===== src/rtl/rxr_pkg.sv =====
package rxr_pkg;
   localparam int BYTE_W = 8;

   typedef enum logic [2:0] {
      SEL_LOW_LO  = 3'd0,
      SEL_LOW_HI  = 3'd1,
      SEL_HIGH_LO = 3'd2,
      SEL_HIGH_HI = 3'd3,
      SEL_RD_LO   = 3'd4,
      SEL_RD_HI   = 3'd5
   } rxr_sel_e;
endpackage


===== src/rtl/rxr_regs.sv =====
module rxr_regs
   import rxr_pkg::*;
#(
   parameter int ADDR_W = 13
) (
   input  logic              clk,
   input  logic              rst_n,
   input  logic              reg_we,
   input  logic [2:0]        reg_sel,
   input  logic [BYTE_W-1:0] reg_wdata,
   output logic [ADDR_W-1:0] start_q,
   output logic [ADDR_W-1:0] end_q,
   output logic [ADDR_W-1:0] rd_q,
   output logic              bound_wr,
   output logic [ADDR_W-1:0] start_nxt
);
   localparam int HI_W = ADDR_W - BYTE_W;

   rxr_sel_e          sel;
   logic [BYTE_W-1:0] rd_shadow;
   logic [HI_W-1:0]   hi_bits;

   assign sel     = rxr_sel_e'(reg_sel);
   assign hi_bits = reg_wdata[HI_W-1:0];

   generate
      if (HI_W < BYTE_W) begin : g_hi_spare
         logic [BYTE_W-1-HI_W:0] unused_hi;
         assign unused_hi = reg_wdata[BYTE_W-1:HI_W];
      end
   endgenerate

   always_comb begin
      bound_wr  = reg_we && (sel == SEL_LOW_LO || sel == SEL_LOW_HI ||
                             sel == SEL_HIGH_LO || sel == SEL_HIGH_HI);
      start_nxt = start_q;
      if (reg_we && sel == SEL_LOW_LO) start_nxt[BYTE_W-1:0]      = reg_wdata;
      if (reg_we && sel == SEL_LOW_HI) start_nxt[ADDR_W-1:BYTE_W] = hi_bits;
   end

   always_ff @(posedge clk or negedge rst_n) begin
      if (!rst_n) begin
         start_q   <= '0;
         end_q     <= '1;
         rd_q      <= '0;
         rd_shadow <= '0;
      end else if (reg_we) begin
         case (sel)
            SEL_LOW_LO, SEL_LOW_HI: start_q <= start_nxt;
            SEL_HIGH_LO: end_q[BYTE_W-1:0]      <= reg_wdata;
            SEL_HIGH_HI: end_q[ADDR_W-1:BYTE_W] <= hi_bits;
            SEL_RD_LO:   rd_shadow <= reg_wdata;
            SEL_RD_HI:   rd_q      <= {hi_bits, rd_shadow};
            default: ;
         endcase
      end
   end
endmodule


===== src/rtl/rxr_ring_math.sv =====
module rxr_ring_math #(
   parameter int ADDR_W = 13
) (
   input  logic [ADDR_W-1:0] start_q,
   input  logic [ADDR_W-1:0] end_q,
   input  logic [ADDR_W-1:0] rd_q,
   input  logic [ADDR_W-1:0] wr_q,
   output logic [ADDR_W-1:0] free_space,
   output logic              free_zero,
   output logic [ADDR_W-1:0] wr_nxt,
   output logic              cfg_err
);
   localparam int SZ_W = ADDR_W + 1;
   localparam int T_W  = ADDR_W + 2;

   logic [SZ_W-1:0] span;
   logic [T_W-1:0]  raw;
   logic [T_W-1:0]  span_x;

   always_comb begin
      span   = {1'b0, end_q} - {1'b0, start_q} + SZ_W'(1);
      span_x = {1'b0, span};
      raw    = {2'b00, rd_q} + span_x - {2'b00, wr_q} - T_W'(1);
      free_space = (raw >= span_x) ? ADDR_W'(raw - span_x) : ADDR_W'(raw);
      free_zero  = (free_space == '0);
      wr_nxt     = (wr_q == end_q) ? start_q : wr_q + ADDR_W'(1);
      cfg_err    = (end_q < start_q);
   end
endmodule


===== src/rtl/rxr_wr_ctrl.sv =====
module rxr_wr_ctrl #(
   parameter int ADDR_W = 13
) (
   input  logic              clk,
   input  logic              rst_n,
   input  logic              bound_wr,
   input  logic [ADDR_W-1:0] start_nxt,
   input  logic              byte_valid,
   input  logic              frame_end,
   input  logic              frame_ok,
   input  logic              free_zero,
   input  logic [ADDR_W-1:0] wr_nxt,
   input  logic              cfg_err,
   output logic [ADDR_W-1:0] wr_q,
   output logic              accept,
   output logic              commit,
   output logic              frame_drop
);
   logic [ADDR_W-1:0] base_q;
   logic [ADDR_W-1:0] wr_after;
   logic              dropping;
   logic              ovf;

   always_comb begin
      accept   = byte_valid && !bound_wr && !cfg_err && !dropping && !free_zero;
      ovf      = byte_valid && !bound_wr && !dropping && (cfg_err || free_zero);
      wr_after = accept ? wr_nxt : wr_q;
      commit   = !bound_wr && frame_end && frame_ok && !dropping && !ovf && !cfg_err;
   end

   always_ff @(posedge clk or negedge rst_n) begin
      if (!rst_n) begin
         wr_q       <= '0;
         base_q     <= '0;
         dropping   <= 1'b0;
         frame_drop <= 1'b0;
      end else begin
         frame_drop <= !bound_wr && frame_end && !commit;
         if (bound_wr) begin
            wr_q     <= start_nxt;
            base_q   <= start_nxt;
            dropping <= 1'b0;
         end else if (frame_end) begin
            dropping <= 1'b0;
            if (commit) begin
               wr_q   <= wr_after;
               base_q <= wr_after;
            end else begin
               wr_q <= base_q;
            end
         end else if (ovf) begin
            wr_q     <= base_q;
            dropping <= 1'b1;
         end else begin
            wr_q <= wr_after;
         end
      end
   end
endmodule


===== src/rtl/rxr_pkt_cnt.sv =====
module rxr_pkt_cnt #(
   parameter int CNT_W    = 8,
   parameter bit SATURATE = 1'b1
) (
   input  logic             clk,
   input  logic             rst_n,
   input  logic             inc,
   input  logic             dec,
   output logic [CNT_W-1:0] count
);
   localparam logic [CNT_W-1:0] CNT_MAX = '1;

   logic up, down;

   generate
      if (SATURATE) begin : g_sat
         assign up   = inc && !dec && (count != CNT_MAX);
         assign down = dec && !inc && (count != '0);
      end else begin : g_wrap
         assign up   = inc && !dec;
         assign down = dec && !inc;
      end
   endgenerate

   always_ff @(posedge clk or negedge rst_n) begin
      if (!rst_n)    count <= '0;
      else if (up)   count <= count + CNT_W'(1);
      else if (down) count <= count - CNT_W'(1);
   end
endmodule


===== src/rtl/rxring_ptr_ctrl.sv =====
module rxring_ptr_ctrl
   import rxr_pkg::*;
#(
   parameter int ADDR_W       = 13,
   parameter int CNT_W        = 8,
   parameter bit CNT_SATURATE = 1'b1
) (
   input  logic              clk,
   input  logic              rst_n,
   input  logic              reg_we,
   input  logic [2:0]        reg_sel,
   input  logic [7:0]        reg_wdata,
   input  logic              byte_valid,
   input  logic [7:0]        byte_data,
   input  logic              frame_end,
   input  logic              frame_ok,
   input  logic              pkt_dec,
   output logic              mem_we,
   output logic [ADDR_W-1:0] mem_addr,
   output logic [7:0]        mem_wdata,
   output logic [ADDR_W-1:0] wr_ptr,
   output logic [ADDR_W-1:0] start_ptr,
   output logic [ADDR_W-1:0] end_ptr,
   output logic [ADDR_W-1:0] rd_ptr,
   output logic [ADDR_W-1:0] free_space,
   output logic [CNT_W-1:0]  pkt_count,
   output logic              odd_start,
   output logic              cfg_err,
   output logic              frame_drop
);
   generate
      if (ADDR_W < BYTE_W + 1 || ADDR_W > 2 * BYTE_W) begin : g_bad_addr
         $error("ADDR_W must lie between 9 and 16");
      end
      if (CNT_W < 1) begin : g_bad_cnt
         $error("CNT_W must be at least 1");
      end
   endgenerate

   logic              bound_wr;
   logic [ADDR_W-1:0] start_nxt;
   logic [ADDR_W-1:0] wr_nxt;
   logic              free_zero;
   logic              accept;
   logic              commit;

   rxr_regs #(.ADDR_W(ADDR_W)) u_regs (
      .clk       (clk),
      .rst_n     (rst_n),
      .reg_we    (reg_we),
      .reg_sel   (reg_sel),
      .reg_wdata (reg_wdata),
      .start_q   (start_ptr),
      .end_q     (end_ptr),
      .rd_q      (rd_ptr),
      .bound_wr  (bound_wr),
      .start_nxt (start_nxt)
   );

   rxr_ring_math #(.ADDR_W(ADDR_W)) u_math (
      .start_q    (start_ptr),
      .end_q      (end_ptr),
      .rd_q       (rd_ptr),
      .wr_q       (wr_ptr),
      .free_space (free_space),
      .free_zero  (free_zero),
      .wr_nxt     (wr_nxt),
      .cfg_err    (cfg_err)
   );

   rxr_wr_ctrl #(.ADDR_W(ADDR_W)) u_wr (
      .clk        (clk),
      .rst_n      (rst_n),
      .bound_wr   (bound_wr),
      .start_nxt  (start_nxt),
      .byte_valid (byte_valid),
      .frame_end  (frame_end),
      .frame_ok   (frame_ok),
      .free_zero  (free_zero),
      .wr_nxt     (wr_nxt),
      .cfg_err    (cfg_err),
      .wr_q       (wr_ptr),
      .accept     (accept),
      .commit     (commit),
      .frame_drop (frame_drop)
   );

   rxr_pkt_cnt #(.CNT_W(CNT_W), .SATURATE(CNT_SATURATE)) u_cnt (
      .clk   (clk),
      .rst_n (rst_n),
      .inc   (commit),
      .dec   (pkt_dec),
      .count (pkt_count)
   );

   assign mem_we    = accept;
   assign mem_addr  = wr_ptr;
   assign mem_wdata = byte_data;
   assign odd_start = start_ptr[0];
endmodule


===== config.mk =====
export PLATFORM = sky130hd
export DESIGN_NAME = rxring_ptr_ctrl
export DESIGN_NICKNAME = d
export VERILOG_FILES = /design/src/rtl/rxr_pkg.sv /design/src/rtl/rxr_regs.sv /design/src/rtl/rxr_ring_math.sv /design/src/rtl/rxr_wr_ctrl.sv /design/src/rtl/rxr_pkt_cnt.sv /design/src/rtl/rxring_ptr_ctrl.sv
export SDC_FILE = /design/constraint.sdc
export NUM_CORES = 1
export LEC_CHECK = 0
export BUFFER_PORTS_ARGS = -buffer_cell sky130_fd_sc_hd__buf_2
export CORE_UTILIZATION = 24
export DETAILED_ROUTE_END_ITERATION = 8
export HOLD_SLACK_MARGIN = 0.12
export PLACE_DENSITY_LB_ADDON = 0.3
export REMOVE_ABC_BUFFERS = 1
export SLEW_MARGIN = 20
export SYNTH_ARGS = -nofsm -noshare
export SYNTH_HDL_FRONTEND = slang
export SYNTH_SLANG_ARGS = --single-unit

===== constraint.sdc =====
create_clock -name clk -period 11.5 [get_ports clk]
set_input_delay 1.725 -clock clk [delete_from_list [all_inputs] [get_ports clk]]
set_output_delay 1.725 -clock clk [all_outputs]
set_load 0.05 [all_outputs]

[After elaboration in Yosys (flattened, before gate mapping)]
Cells that the tools add are included.
Storage, ports and cells
  register bits: 83
  output and inout bits: 98
Operators by class
  $add $sub $neg: 9
  $lt $le $gt $ge: 2
  eq/ne operators: 7
  mux-type cells: 16
  reductions and logical operators: 42
Operators by type and width (count)
  $mux 13: 9
  $mux 8: 3
  $logic_and 1x1->1: 19
  $add 13x14->15: 1
  $ge 15x14->1: 1
  $sub 15x1->15 const B: 1
  $sub 15x13->15: 1
  $add 14x1->14 const B: 1
  $sub 13x13->14: 1
  $add 13x1->13 const B: 1
  $eq 13x13->1: 1
  $logic_not 13->1: 1
  $lt 13x13->1: 1
  $sub 13x13->13: 1
  $reduce_and 2->1: 5
  $add 8x1->8 const B: 1
  $ne 8x8->1 const B: 1
  $reduce_bool 8->1: 1
  $sub 8x1->8 const B: 1
  $logic_not 1->1: 7
  $eq 3x2->1 const B: 2
  $eq 3x3->1 const B: 2
  $mux 5: 1
  $logic_or 1x1->1: 4
  6 further kinds: 9

[Depth between registers and ports, before layout]
  depth after elaboration: 18
  gate-level depth with buffers: 42

[By module]
A second synthesis with hierarchy kept.
Unflattened totals
  cells, all modules: 818
  area, all modules: 7731.2 sq um
By module, submodules not included
  rxr_ring_math: times used 1, cells an instance 418, area an instance 3230.6 sq um
  rxr_regs: times used 1, cells an instance 119, area an instance 1981.9 sq um
  rxr_wr_ctrl: times used 1, cells an instance 186, area an instance 1682.9 sq um
  rxr_pkt_cnt: times used 1, cells an instance 73, area an instance 670.6 sq um
  rxring_ptr_ctrl: times used 1, cells an instance 22, area an instance 165.2 sq um

[Worst setup path after synthesis]
No wires, ideal clock.
  path type: flip-flop to output port
  start: register u_regs.start_q[1]
  end: output port free_space[5]
  data arrival time: 6.875 ns
  required time: 9.775 ns
  path slack: 2.900 ns
  cell stages (with the launch flop): 29
  path buffers: 0
  cell sequence: dfrtp_1 -> inv_1 -> ha_1 -> inv_1 -> ha_1 -> maj3_1 -> a21oi_1 -> o21bai_1 -> a21oi_1 -> o21bai_1 -> a21oi_1 -> xnor2_1 -> fa_1 -> inv_1 -> ha_1 -> a21o_1 -> a21oi_1 -> a2bb2oi_1 -> o31ai_1 -> o21a_1 -> nor2_1 -> xnor2_1 -> ha_1 -> nand4_1 -> or4_1 -> o221ai_1 -> a21o_1 -> nor2_1 -> o21ai_0
Between the ends
  cells in the longest elaborated chain, start to end: 7
  elaborated cells between the ends (all ways): 8
  classes of those cells: 6 x add/sub; 1 x order compare; 1 x mux
Ends and longest elaborated chain
  start, declared: line rxr_regs.sv:11  | output logic [ADDR_W-1:0] start_q,
  start signal, assigned: line rxr_regs.sv:49  | SEL_LOW_LO, SEL_LOW_HI: start_q <= start_nxt;
  $sub 13x13->14 (*): line rxr_ring_math.sv:21  | span = {1'b0, end_q} - {1'b0, start_q} + SZ_W'(1);
  $add 14x1->14 (*): line rxr_ring_math.sv:21
  $add 13x14->15: line rxr_ring_math.sv:23  | raw = {2'b00, rd_q} + span_x - {2'b00, wr_q} - T_W'(1);
  $sub 15x13->15: line rxr_ring_math.sv:23
  $sub 15x1->15: line rxr_ring_math.sv:23
  $sub 13x13->13 / $ge 15x14->1 (equally long branches): line rxr_ring_math.sv:24  | free_space = (raw >= span_x) ? ADDR_W'(raw - span_x) : ADDR_W'(raw);
  $mux 13 (*): line rxr_ring_math.sv:24
  end, declared: line rxring_ptr_ctrl.sv:25  | output logic [ADDR_W-1:0] free_space,
Every way passes the cells marked *; elsewhere a longest branch is shown, timed or not.

[Final worst setup path]
  start: register u_regs.start_q[0]
  end: register u_cnt.count[7]
Between the ends
  cells in the longest elaborated chain, start to end: 17
  elaborated cells between the ends (all ways): 23
  classes of those cells: 6 x add/sub; 2 x order compare; 2 x mux; 13 x reduce/logical
Ends and longest elaborated chain
  $sub 13x13->14: line rxr_ring_math.sv:21
  $add 14x1->14: line rxr_ring_math.sv:21
  $add 13x14->15: line rxr_ring_math.sv:23
  $sub 15x13->15: line rxr_ring_math.sv:23
  $sub 15x1->15: line rxr_ring_math.sv:23
  $sub 13x13->13 / $ge 15x14->1 (equally long branches): line rxr_ring_math.sv:24
  $mux 13: line rxr_ring_math.sv:24
  $logic_not 13->1: line rxr_ring_math.sv:25  | free_zero = (free_space == '0);
  $logic_or 1x1->1: line rxr_wr_ctrl.sv:26  | ovf = byte_valid && !bound_wr && !dropping && (cfg_err || free_zero);
  $logic_and 1x1->1: line rxr_wr_ctrl.sv:26
  $logic_not 1->1: line rxr_wr_ctrl.sv:28  | commit = !bound_wr && frame_end && frame_ok && !dropping && !ovf && !cfg_err;
  $logic_and 1x1->1: line rxr_wr_ctrl.sv:28
  $logic_and 1x1->1 (*): line rxr_wr_ctrl.sv:28
  $logic_not 1->1: line rxr_pkt_cnt.sv:18  | assign down = dec && !inc && (count != '0);
  $logic_and 1x1->1 (2 in a row): line rxr_pkt_cnt.sv:18
  $reduce_bool 2->1 (no source line)
  end signal, assigned: line rxr_pkt_cnt.sv:27  | else if (up) count <= count + CNT_W'(1);
  end signal, assigned: line rxr_pkt_cnt.sv:28  | else if (down) count <= count - CNT_W'(1);
  end, declared: line rxr_pkt_cnt.sv:9  | output logic [CNT_W-1:0] count
Marked as above.
A chain may end at the register's enable or synchronous reset.

==> metrics.md <==
| Metric | Value |
|---|---|
| Normalized max-slew margin | 0.4139 |
| EDFF count, synth | 0 |
| Worst Reg2Reg Path Length in Cells | 39 |
| Die width | 183.8 um |
| Post-route DRC | 0 |
| Cell Area, Synth | ~7900 um2 |
| Cell taking the most area after synthesis | dfrtp_1 |
| Vias per cell | 4.959 |
| Die Area | between 30000 and 40000 um2 |
| GRT overflow | 0 |
| Worst Hold Depth | 1 |
| Tot GR Track Use | 0.1608 |
| Synth top area share | 0.2209 |
| Fillers | 3537 |
| WL met1 | between 10000 and 15000 um |
| Max Used Layer | met4 |
| Die Span Y | 183.8 um |
| Crit. Startpoint | u_regs.start_q[0] |
| Crit path top cell by count | a21oi_1 |
| Clock sink count | 83 |
| Htree depth | 3 |
| Crit path max-delay cell type | or2_2 |
| Register Area | 2093 um2 |
| Root buf cell | clkbuf_16 |
| Hpwl dp | 21220 um |
| Share of cells above drive strength 1 | 0.2170 |
| Critical Path RT | between 10 and 15 ns |
| Max-Cap Viols | 0 |
| Worst Hold Launch | u_wr.base_q[0] |
| TritonCTS clock tree | done |
| Status | complete, no violations |
| Core Box Area | about 33000 um2 |
| Post-DRT Antenna Nets | 0 |
| Number of global-route vias before repair | 7016 |
| Final Util | 0.2805 |
| Area of the multi-input gates | 5186 um2 |
| Buffers on Ports | between 100 and 150 |
| Crit Reg-Reg Startpoint | u_regs.start_q[0] |
| Cts hold-fix bufs | 0 |
| RSZ-0062 raised after global routing | false |
| Post-synth top flop | dfrtp_1 |
| Ant diodes | 0 |
| Starting Density | 0.2437 |
| Placed cell count | 1435 |
| YS warnings | 0 |
| CTS Buffer Depth | 2 |
| Fmax | 106.9 MHz |
| Post_cts resized | 0 |
| Via count | roughly 7k |
| Initial DRT Pass Iterations | 5 |
| CP peak stage delay | 0.58 ns |
| I/O Pins | 124 |
| DR WL/cell | 18.63 um |
| Setup_tns | 0 ns |
| Worst-path clk slew | ~0.070 ns |
| Wirelength, routed | 27040 um |
| CP max FO | 22 |
| Max-slew violations | 0 |
| Most frequent cell after synthesis | inv_1 |
| Hold Path Class | flip-flop to flip-flop |
| Final setup fails | 0 |
| Pin count of the biggest net entering global routing | 49 |
| Setup CP Type | flip-flop to flip-flop |
| CP arrival | 9.64 ns |
| Nets | 1113 |
| Global-route wire length before repair | 41280 um |
| Final period util | 0.8137 |
| Mean post-synth cell area | 8.555 um2 |
| Routed wl met2 | 12460 um |
| Final Hold Fails | 0 |
| Post-synthesis sequential area ratio | 0.2640 |
| Rows | 66 |
| Register bit total from synthesis | 83 |
| Area Growth Syn to Fin | 15.07% |
| Initial antenna violation count | 0 |
| CP startpoint kind | flip-flop |
| Asr flop ratio synth | 1.000 |
| Top cells by area, synth | dfrtp_1 (22%), ha_1 (9.8%), fa_1 (5.3%) |
| Post-route clock skew | between 0.01 and 0.015 ns |
| Iter 0 DRT Violations | 409 |
| Syn Inst Count | between 900 and 1k |
| Yosys cell types | 85 |
| Setup bufs post-CTS | 0 |
| Element type at the critical path end | flip-flop |
| Synth top cells by count | inv_1 (92), nand2_1 (77), dfrtp_1 (70) |
| Insertion delay to the later sink of the worst-skew pair | 0.36 ns |
| Minimum clock period | 9.358 ns |
| Worst-Margin Slew | 0.8773 ns |
| Non-Filler Instances | 1451 |
| Global placement routability congestion | 0.9574 |
| CTS Buf Count | 9 |
| Wire length on met3 | 1738 um |
## registers in the layout, summed over array words and instances (netlist names)
| register | count |
|---|---|
| u_wr.wr_q | 13 |
| u_wr.dropping | 1 |
| u_regs.end_q | 13 |
| u_regs.start_q | 13 |
| u_cnt.count | 8 |
| u_wr.frame_drop | 1 |
| u_wr.base_q | 13 |
| u_regs.rd_q | 13 |
| u_regs.rd_shadow | 8 |
## metrics by stage
step	hold slack [ns]	setup WS (ns)	area, um2
floorplan	0.4505	2.624	7624
global placement	0.4811	2.465	8817
detailed placement	0.4807	2.249	8817
CTS	0.4969	2.223	9125
global route	0.5255	1.589	9125
finish	0.5009	2.142	9125
## metal layers
layer | vias to the layer above | global-route usage
li1 | 3458 | -
met1 | 3448 | 0.2110
met2 | 251 | 0.2597
met3 | 38 | 0.03526
met4 | 0 | 0.05467
met5 | - | 0
## layout make-up
class,count,share of cell area
sequential,83,0.2294
clock inverter,7,0.009050
clock buffer,9,0.02468
timing repair buffer,120,0.06966
inverter,93,0.03826
multi-input combinational,697,0.5684
tap,442,0.06061
## cells in the final DEF, fill, tap and decap left out, types with 9 or more instances in the layout
| cell type | Yosys | layout |
|---|---|---|
| nor2_1 | 60 | 60 |
| nand4_1 | 16 | 16 |
| dfrtp_1 | 70 | 70 |
| a31oi_1 | 14 | 14 |
| o21ai_0 | 51 | 51 |
| fa_1 | 21 | 21 |
| or2_2 | 10 | 10 |
| a211oi_1 | 12 | 12 |
| mux2_2 | 32 | 32 |
| o211ai_1 | 13 | 13 |
| a21oi_1 | 68 | 68 |
| clkbuf_16 | 0 | 9 |
| nand3_1 | 34 | 34 |
| nand2_1 | 77 | 77 |
| ha_1 | 62 | 62 |
| a21o_1 | 10 | 10 |
| inv_1 | 92 | 92 |
| buf_2 | 5 | 106 |
| dfstp_2 | 13 | 13 |
| xnor2_1 | 29 | 29 |
| nor3_1 | 13 | 13 |
| buf_4 | 22 | 14 |
| xor2_1 | 16 | 16 |
## worst max-delay path: cells and delay by family, from the launching register on
kind	cells	cell delay [ns]
DFF	1	0.48
and+or+nand+nor	9	2.65
xor gates and xnor gates	2	0.24
buffers and inverters	2	0.17
AOI/OAI and AO/OA	19	3.47
adders and majority gates	7	2.24
## kinds of logic (layout without fill, tap and decap cells)
kind of cell               count (synthesis)  in the layout  synth area share
and+or+nand+nor                          273            273            0.1748
AOI/OAI and AO/OA                        251            251            0.2102
buffers and inverters                    147            229           0.08267
adders and majority gates                 84             84            0.1521
DFF                                       83             83            0.2640
xor gates and xnor gates                  47             47           0.05569
muxes                                     42             42           0.06059
## worst paths after layout
kind | slack, ns | endpoint
max | 2.14 | u_cnt.count[7]
min | 0.50 | u_wr.base_q[0]
max reg2reg | 2.14 | u_cnt.count[7]
min reg2reg | 0.50 | u_wr.base_q[0]
max in group asynchronous | 9.14 | u_regs.start_q[11]
min in group asynchronous | 1.32 | u_wr.wr_q[1]
Power is left out: the tool's default activity adds up to more than one toggle a clock period on the data nets, which glitch-free logic cannot reach.
